### config.mk
export PLATFORM = sky130hd
export DESIGN_NAME = irq_frame_seq
export DESIGN_NICKNAME = d
export VERILOG_FILES = /design/src/rtl/irq_frame_pkg.sv /design/src/rtl/irq_frame_ctrl.sv /design/src/rtl/irq_frame_dpath.sv /design/src/rtl/irq_frame_seq.sv
export SDC_FILE = /design/constraint.sdc
export NUM_CORES = 1
export LEC_CHECK = 0
export ABC_CLOCK_PERIOD_IN_PS = 3400
export BUFFER_PORTS_ARGS = -buffer_cell sky130_fd_sc_hd__buf_2
export CAP_MARGIN = 20
export CORE_MARGIN = 3
export CORE_UTILIZATION = 46
export CTS_CLUSTER_SIZE = 30
export DETAILED_ROUTE_END_ITERATION = 10
export PLACE_DENSITY = 0.71
export SETUP_SLACK_MARGIN = 0.5
export SYNTH_ARGS = -nofsm -noshare
export SYNTH_HDL_FRONTEND = slang
export SYNTH_SLANG_ARGS = --single-unit
### constraint.sdc
create_clock -name clk -period 3.4 [get_ports clk]
set_input_delay 0.68 -clock clk [delete_from_list [all_inputs] [get_ports clk]]
set_output_delay 0.68 -clock clk [all_outputs]
set_load 0.01 [all_outputs]
### src/rtl/irq_frame_pkg.sv
package irq_frame_pkg;
    typedef enum logic [3:0] {
        S_IDLE,
        S_PUSH_FL,
        S_PUSH_CS,
        S_PUSH_IP,
        S_RD_IP,
        S_RD_CS,
        S_POP_IP,
        S_POP_CS,
        S_POP_FL,
        S_FIN
    } seq_state_e;
endpackage

### src/rtl/irq_frame_ctrl.sv
module irq_frame_ctrl
    import irq_frame_pkg::*;
(
    input  logic       clk,
    input  logic       rst_n,
    input  logic       entry_go,
    input  logic       ret_go,
    input  logic       mem_ready,
    output seq_state_e state,
    output logic       start_entry,
    output logic       start_ret,
    output logic       mode_ret,
    output logic       mem_req,
    output logic       mem_we,
    output logic       busy,
    output logic       done
);
    seq_state_e state_q, state_d;
    logic       mode_ret_q;

    // State register
    always_ff @(posedge clk) begin
        if (!rst_n) begin
            state_q    <= S_IDLE;
            mode_ret_q <= 1'b0;
        end else begin
            state_q <= state_d;
            if (start_entry)    mode_ret_q <= 1'b0;
            else if (start_ret) mode_ret_q <= 1'b1;
        end
    end

    // Next-state logic
    always_comb begin
        state_d     = state_q;
        start_entry = 1'b0;
        start_ret   = 1'b0;
        unique case (state_q)
            S_IDLE: begin
                if (entry_go) begin
                    start_entry = 1'b1;
                    state_d     = S_PUSH_FL;
                end else if (ret_go) begin
                    start_ret = 1'b1;
                    state_d   = S_POP_IP;
                end
            end
            S_PUSH_FL: if (mem_ready) state_d = S_PUSH_CS;
            S_PUSH_CS: if (mem_ready) state_d = S_PUSH_IP;
            S_PUSH_IP: if (mem_ready) state_d = S_RD_IP;
            S_RD_IP:   if (mem_ready) state_d = S_RD_CS;
            S_RD_CS:   if (mem_ready) state_d = S_FIN;
            S_POP_IP:  if (mem_ready) state_d = S_POP_CS;
            S_POP_CS:  if (mem_ready) state_d = S_POP_FL;
            S_POP_FL:  if (mem_ready) state_d = S_FIN;
            S_FIN:     state_d = S_IDLE;
            default:   state_d = S_IDLE;
        endcase
    end

    // Outputs
    always_comb begin
        mem_req = 1'b0;
        mem_we  = 1'b0;
        done    = 1'b0;
        busy    = (state_q != S_IDLE);
        unique case (state_q)
            S_PUSH_FL, S_PUSH_CS, S_PUSH_IP: begin
                mem_req = 1'b1;
                mem_we  = 1'b1;
            end
            S_RD_IP, S_RD_CS, S_POP_IP, S_POP_CS, S_POP_FL: mem_req = 1'b1;
            S_FIN:   done = 1'b1;
            default: ;
        endcase
    end

    assign state    = state_q;
    assign mode_ret = mode_ret_q;


    done_single_chk: assert property (@(posedge clk) disable iff (!rst_n)
        done |=> !done);

    idle_hold_chk: assert property (@(posedge clk) disable iff (!rst_n)
        (!busy && !entry_go && !ret_go) |=> !busy);

    no_write_on_ret_chk: assert property (@(posedge clk) disable iff (!rst_n)
        (busy && mode_ret) |-> !mem_we);
endmodule

### src/rtl/irq_frame_dpath.sv
module irq_frame_dpath
    import irq_frame_pkg::*;
#(
    parameter int DATA_W = 16,
    parameter int TYPE_W = 8,
    parameter int ADDR_W = 20,
    parameter int IE_BIT = 9,
    parameter int TF_BIT = 8
) (
    input  logic              clk,
    input  logic              rst_n,
    input  seq_state_e        state,
    input  logic              start_entry,
    input  logic              start_ret,
    input  logic              mem_ready,
    input  logic [DATA_W-1:0] mem_rdata,
    input  logic [TYPE_W-1:0] irq_type,
    input  logic [DATA_W-1:0] cur_flags,
    input  logic [DATA_W-1:0] cur_cs,
    input  logic [DATA_W-1:0] cur_ip,
    input  logic [DATA_W-1:0] cur_ss,
    input  logic [DATA_W-1:0] cur_sp,
    output logic [ADDR_W-1:0] mem_addr,
    output logic [DATA_W-1:0] mem_wdata,
    output logic [DATA_W-1:0] nxt_flags,
    output logic [DATA_W-1:0] nxt_cs,
    output logic [DATA_W-1:0] nxt_ip,
    output logic [DATA_W-1:0] nxt_sp
);
    localparam int SEG_SHIFT  = ADDR_W - DATA_W;
    localparam int WORD_BYTES = DATA_W / 8;
    localparam int ENTRY_SH   = 2;
    localparam logic [DATA_W-1:0] STEP = DATA_W'(WORD_BYTES);
    localparam logic [DATA_W-1:0] CLR_MASK =
        ~((DATA_W'(1) << IE_BIT) | (DATA_W'(1) << TF_BIT));

    logic [DATA_W-1:0] sp_q, fl_q, cs_q, ip_q, ss_q;
    logic [TYPE_W-1:0] typ_q;
    logic [ADDR_W-1:0] stk_addr, vec_addr;

    always_ff @(posedge clk) begin
        if (!rst_n) begin
            sp_q  <= '0;
            fl_q  <= '0;
            cs_q  <= '0;
            ip_q  <= '0;
            ss_q  <= '0;
            typ_q <= '0;
        end else if (start_entry || start_ret) begin
            sp_q  <= start_entry ? (cur_sp - STEP) : cur_sp;
            fl_q  <= cur_flags;
            cs_q  <= cur_cs;
            ip_q  <= cur_ip;
            ss_q  <= cur_ss;
            typ_q <= irq_type;
        end else if (mem_ready) begin
            unique case (state)
                S_PUSH_FL: begin
                    sp_q <= sp_q - STEP;
                    fl_q <= fl_q & CLR_MASK;
                end
                S_PUSH_CS: sp_q <= sp_q - STEP;
                S_RD_IP:   ip_q <= mem_rdata;
                S_RD_CS:   cs_q <= mem_rdata;
                S_POP_IP: begin
                    ip_q <= mem_rdata;
                    sp_q <= sp_q + STEP;
                end
                S_POP_CS: begin
                    cs_q <= mem_rdata;
                    sp_q <= sp_q + STEP;
                end
                S_POP_FL: begin
                    fl_q <= mem_rdata;
                    sp_q <= sp_q + STEP;
                end
                default: ;
            endcase
        end
    end

    assign stk_addr = ADDR_W'({ss_q, SEG_SHIFT'(0)}) + ADDR_W'(sp_q);
    assign vec_addr = ADDR_W'({typ_q, ENTRY_SH'(0)});

    always_comb begin
        mem_addr  = stk_addr;
        mem_wdata = '0;
        unique case (state)
            S_PUSH_FL: mem_wdata = fl_q;
            S_PUSH_CS: mem_wdata = cs_q;
            S_PUSH_IP: mem_wdata = ip_q;
            S_RD_IP:   mem_addr  = vec_addr;
            S_RD_CS:   mem_addr  = vec_addr + ADDR_W'(WORD_BYTES);
            default: ;
        endcase
    end

    assign nxt_flags = fl_q;
    assign nxt_cs    = cs_q;
    assign nxt_ip    = ip_q;
    assign nxt_sp    = sp_q;


    flags_cleared_chk: assert property (@(posedge clk) disable iff (!rst_n)
        (state == S_PUSH_FL && mem_ready) |=> (!fl_q[IE_BIT] && !fl_q[TF_BIT]));

    push_step_chk: assert property (@(posedge clk) disable iff (!rst_n)
        (state == S_PUSH_CS && mem_ready) |=> (sp_q == $past(sp_q) - STEP));
endmodule

### src/rtl/irq_frame_seq.sv
module irq_frame_seq
    import irq_frame_pkg::*;
#(
    parameter int DATA_W = 16,
    parameter int TYPE_W = 8,
    parameter int ADDR_W = 20,
    parameter int IE_BIT = 9,
    parameter int TF_BIT = 8
) (
    input  logic              clk,
    input  logic              rst_n,
    input  logic              entry_go,
    input  logic              ret_go,
    input  logic [TYPE_W-1:0] irq_type,
    input  logic [DATA_W-1:0] cur_flags,
    input  logic [DATA_W-1:0] cur_cs,
    input  logic [DATA_W-1:0] cur_ip,
    input  logic [DATA_W-1:0] cur_ss,
    input  logic [DATA_W-1:0] cur_sp,
    output logic              mem_req,
    output logic              mem_we,
    output logic [ADDR_W-1:0] mem_addr,
    output logic [DATA_W-1:0] mem_wdata,
    input  logic [DATA_W-1:0] mem_rdata,
    input  logic              mem_ready,
    output logic              busy,
    output logic              done,
    output logic [DATA_W-1:0] nxt_flags,
    output logic [DATA_W-1:0] nxt_cs,
    output logic [DATA_W-1:0] nxt_ip,
    output logic [DATA_W-1:0] nxt_sp
);
    seq_state_e state;
    logic       start_entry, start_ret, mode_ret;

    irq_frame_ctrl u_ctrl (
        .clk         (clk),
        .rst_n       (rst_n),
        .entry_go    (entry_go),
        .ret_go      (ret_go),
        .mem_ready   (mem_ready),
        .state       (state),
        .start_entry (start_entry),
        .start_ret   (start_ret),
        .mode_ret    (mode_ret),
        .mem_req     (mem_req),
        .mem_we      (mem_we),
        .busy        (busy),
        .done        (done)
    );

    irq_frame_dpath #(
        .DATA_W (DATA_W),
        .TYPE_W (TYPE_W),
        .ADDR_W (ADDR_W),
        .IE_BIT (IE_BIT),
        .TF_BIT (TF_BIT)
    ) u_dpath (
        .clk         (clk),
        .rst_n       (rst_n),
        .state       (state),
        .start_entry (start_entry),
        .start_ret   (start_ret),
        .mem_ready   (mem_ready),
        .mem_rdata   (mem_rdata),
        .irq_type    (irq_type),
        .cur_flags   (cur_flags),
        .cur_cs      (cur_cs),
        .cur_ip      (cur_ip),
        .cur_ss      (cur_ss),
        .cur_sp      (cur_sp),
        .mem_addr    (mem_addr),
        .mem_wdata   (mem_wdata),
        .nxt_flags   (nxt_flags),
        .nxt_cs      (nxt_cs),
        .nxt_ip      (nxt_ip),
        .nxt_sp      (nxt_sp)
    );


    stall_hold_chk: assert property (@(posedge clk) disable iff (!rst_n)
        (mem_req && !mem_ready) |=>
            (mem_req && $stable(mem_addr) && $stable(mem_we) && $stable(mem_wdata)));

    entry_flags_chk: assert property (@(posedge clk) disable iff (!rst_n)
        (done && !mode_ret) |-> (!nxt_flags[IE_BIT] && !nxt_flags[TF_BIT]));

    idle_quiet_chk: assert property (@(posedge clk) disable iff (!rst_n)
        !busy |-> (!mem_req && !mem_we && !done));
endmodule

==> metrics.csv <==
metric,value,unit
status,completed,
yosysWarningCount,0,
final_hold_viol_count,0,
clock_latency,0.35,ns
viasPerCell,5.54,
synthMuxAreaShare,0.0653,
synthTopCellsByArea,"dfxtp_1, nand2_1, a21oi_1",
synth_top_cell_area_share,0.315,
synth-async-reset-ratio,0,
fmaxAchievable,329,MHz
clock-root-buffer,clkbuf_16,
final.min_clock_period,3.04,ns
synth_cell_types,69,
crit_fanout,3,
yosys-top-cells-count,"nand2_1, dfxtp_1, nor2_1",
numPortBuffers,212,
yosys.area.top_type,dfxtp_1,
worst_slew_pin_slew,0.830,ns
grt.overflow.total,0,
drive_gt1_frac,0.362,
rows,40,
gp_congestion,0.892,
critPathSlowestCell,dfxtp_4,
finalClockSkew,0.00398,ns
period_share,0.893,
die_x,119,um
ys.flop_type,dfxtp_1,
area_growth,30.4,%
ant_nets,0,
cts_buffers,9,
yosys_register_bits,92,
syn_nets,882,
clock_sinks,92,
antennaDiodeCount,0,
pre_cts_ws,0.328,ns
arrival,2.36,ns
synth_top_family_by_area,simple AND/OR/NAND/NOR gates,
route.detailed.drc,0,
synthSimpleGateAreaFrac,0.254,
cts_tree,built,
grt_usage,0.262,
synth_seq_area_share,0.315,
wl,19.2,mm
dp_cells,1094,
synth_edf_count,0,
first_pass_iters,5,
path_class,flip-flop to output pin,
worstSetupEndpointType,output pin,
die-height,119,um
cts_buffer_depth,2,
syn_area_per_cell,7.71,um^2
pin_count,213,
holdWs,0.457,ns
htree_levels,3,
grt_pass1_vias,5801,
coreArea,12200,um^2
finalSetupTns,0,ns
die_area,14100,um^2
wl_per_cell,17.1,um
finalSetupViolCount,0,
grt_setup_unrepaired,yes,
clk_pin_slew,0.07,ns
yosysMostFrequentCell,nand2_1,
synth_xor_area_frac,0.0480,
required,2.72,ns
relSlewSlack,0.446,
synth_compound_area_frac,0.225,
grt_max_degree,103,
cp_slowest_stage_delay,0.37,ns
syn_area,5840,um^2
vias,6224,
cp_cell_sequence,ha_4 -> inv_2 -> fa_2 -> nor2b_2 -> o31a_1 -> o31ai_4 -> o21ai_1 -> buf_4 -> a31oi_1 -> a41o_1 -> buf_2,
finalNetCount,1075,
grt_pass1_wl,30.2,mm
synth-adder-area-share,0.0334,
min_path_type,flip-flop to flip-flop,
ir_worst_vdd,0.000624,V
powerDensity,960,nW/um^2
maxCapViolCount,0,
start_util,0.478,
fin_cells,1124,
antenna_found_initial,0,
first_iter_violations,457,
place_hpwl,13.0,mm
setup_ws,0.363,ns
p_leak,3.43,nW
drv_slew,0,
syn_inst,758,
start_kind,flip-flop,
## routing by layer
| layer | GRT usage | share of wire |
|---|---|---|
| met4 | 0.0637 | 0.012 |
| met5 | 0 | 0 |
| met1 | 0.340 | 0.44 |
| met2 | 0.429 | 0.48 |
| met3 | 0.0761 | 0.075 |
## state kept, by name, indices dropped and copies added (netlist names)
name / cells
u_dpath.nxt_cs: 16
u_dpath.nxt_flags: 16
u_dpath.nxt_ip: 16
u_dpath.nxt_sp: 16
u_dpath.ss_q: 16
u_dpath.typ_q: 8
u_ctrl.state: 4
## critical path: cells and delay by family (launching register included)
kind	cells	cell delay (ns)
compound gates	5	0.72
fa+ha+maj	2	0.48
buf+inv	3	0.30
flops	1	0.37
simple gates	1	0.13
## path summary, 6_finish.rpt
| check | from | end | slack, ns | depth (start not counted) |
|---|---|---|---|---|
| hold reg to reg | u_dpath.typ_q[1] | u_dpath.typ_q[1] | 0.46 | 2 |
| setup / recovery | u_dpath.nxt_sp[4] | mem_addr[18] | 0.36 | 11 |
| setup reg to reg | u_ctrl.state[0] | u_dpath.nxt_sp[13] | 0.59 | 10 |
| hold / removal | u_dpath.typ_q[1] | u_dpath.typ_q[1] | 0.46 | 2 |
## through the flow
| step | util | power, mW | cell area [um^2] |
|---|---|---|---|
| after floorplan | - | 4.71 | 5840 |
| after global routing | 0.624 | 7.86 | 7620 |
| after CTS | 0.613 | 7.16 | 7490 |
| final | 0.624 | 7.31 | 7620 |
| after global placement | 0.570 | 5.95 | 6960 |
| after detailed placement | 0.570 | 5.97 | 6960 |
## cell families (layout without fill, tap and decap cells)
family                     after synthesis  in the layout
xor gates and xnor gates                32             32
AOI/OAI and AO/OA                      201            201
buffers and inverters                   71            269
muxes                                   36             36
and+or+nand+nor                        311            311
adders and majority gates               15             15
DFF                                     92             92
## what timing repair did
item,4_1_cts,5_1_grt
hold buffers,0,0
pin swaps,14,9
resized for setup,42,22
endpoints found under the hold margin,0,0
endpoints found under the setup margin,19,15
setup buffers,7,7
## cell usage in the layout (no fill, tap or decap), types with 10 or more instances in the layout
cell type	netlist	final
a311oi_1	16	16
a22oi_1	31	31
a211oi_1	22	21
a21oi_1	71	69
dfxtp_1	92	79
o21ai_0	23	18
mux2_2	17	17
buf_2	11	212
xor2_1	16	16
mux2i_1	19	19
inv_1	11	10
nand2_1	129	127
xnor2_1	16	16
nor2_1	91	89
buf_4	2	24
nor3_1	18	17
## layout make-up
type	count	area [um^2]
Inverter	12	45.0
Clock buffer	9	225
Tap cell	168	210
Sequential cell	92	1870
Fill cell	1147	4600
Clock inverter	7	51.3
Multi-Input combinational cell	595	3890
Timing Repair Buffer	241	1320
## report_power, final
part           total (mW)  switching, mW  internal [mW]
logic                4.33           2.53           1.80
registers            2.02          0.480           1.54
clock network       0.965          0.466          0.500
Note: power is estimated with default switching activity, not from simulation.
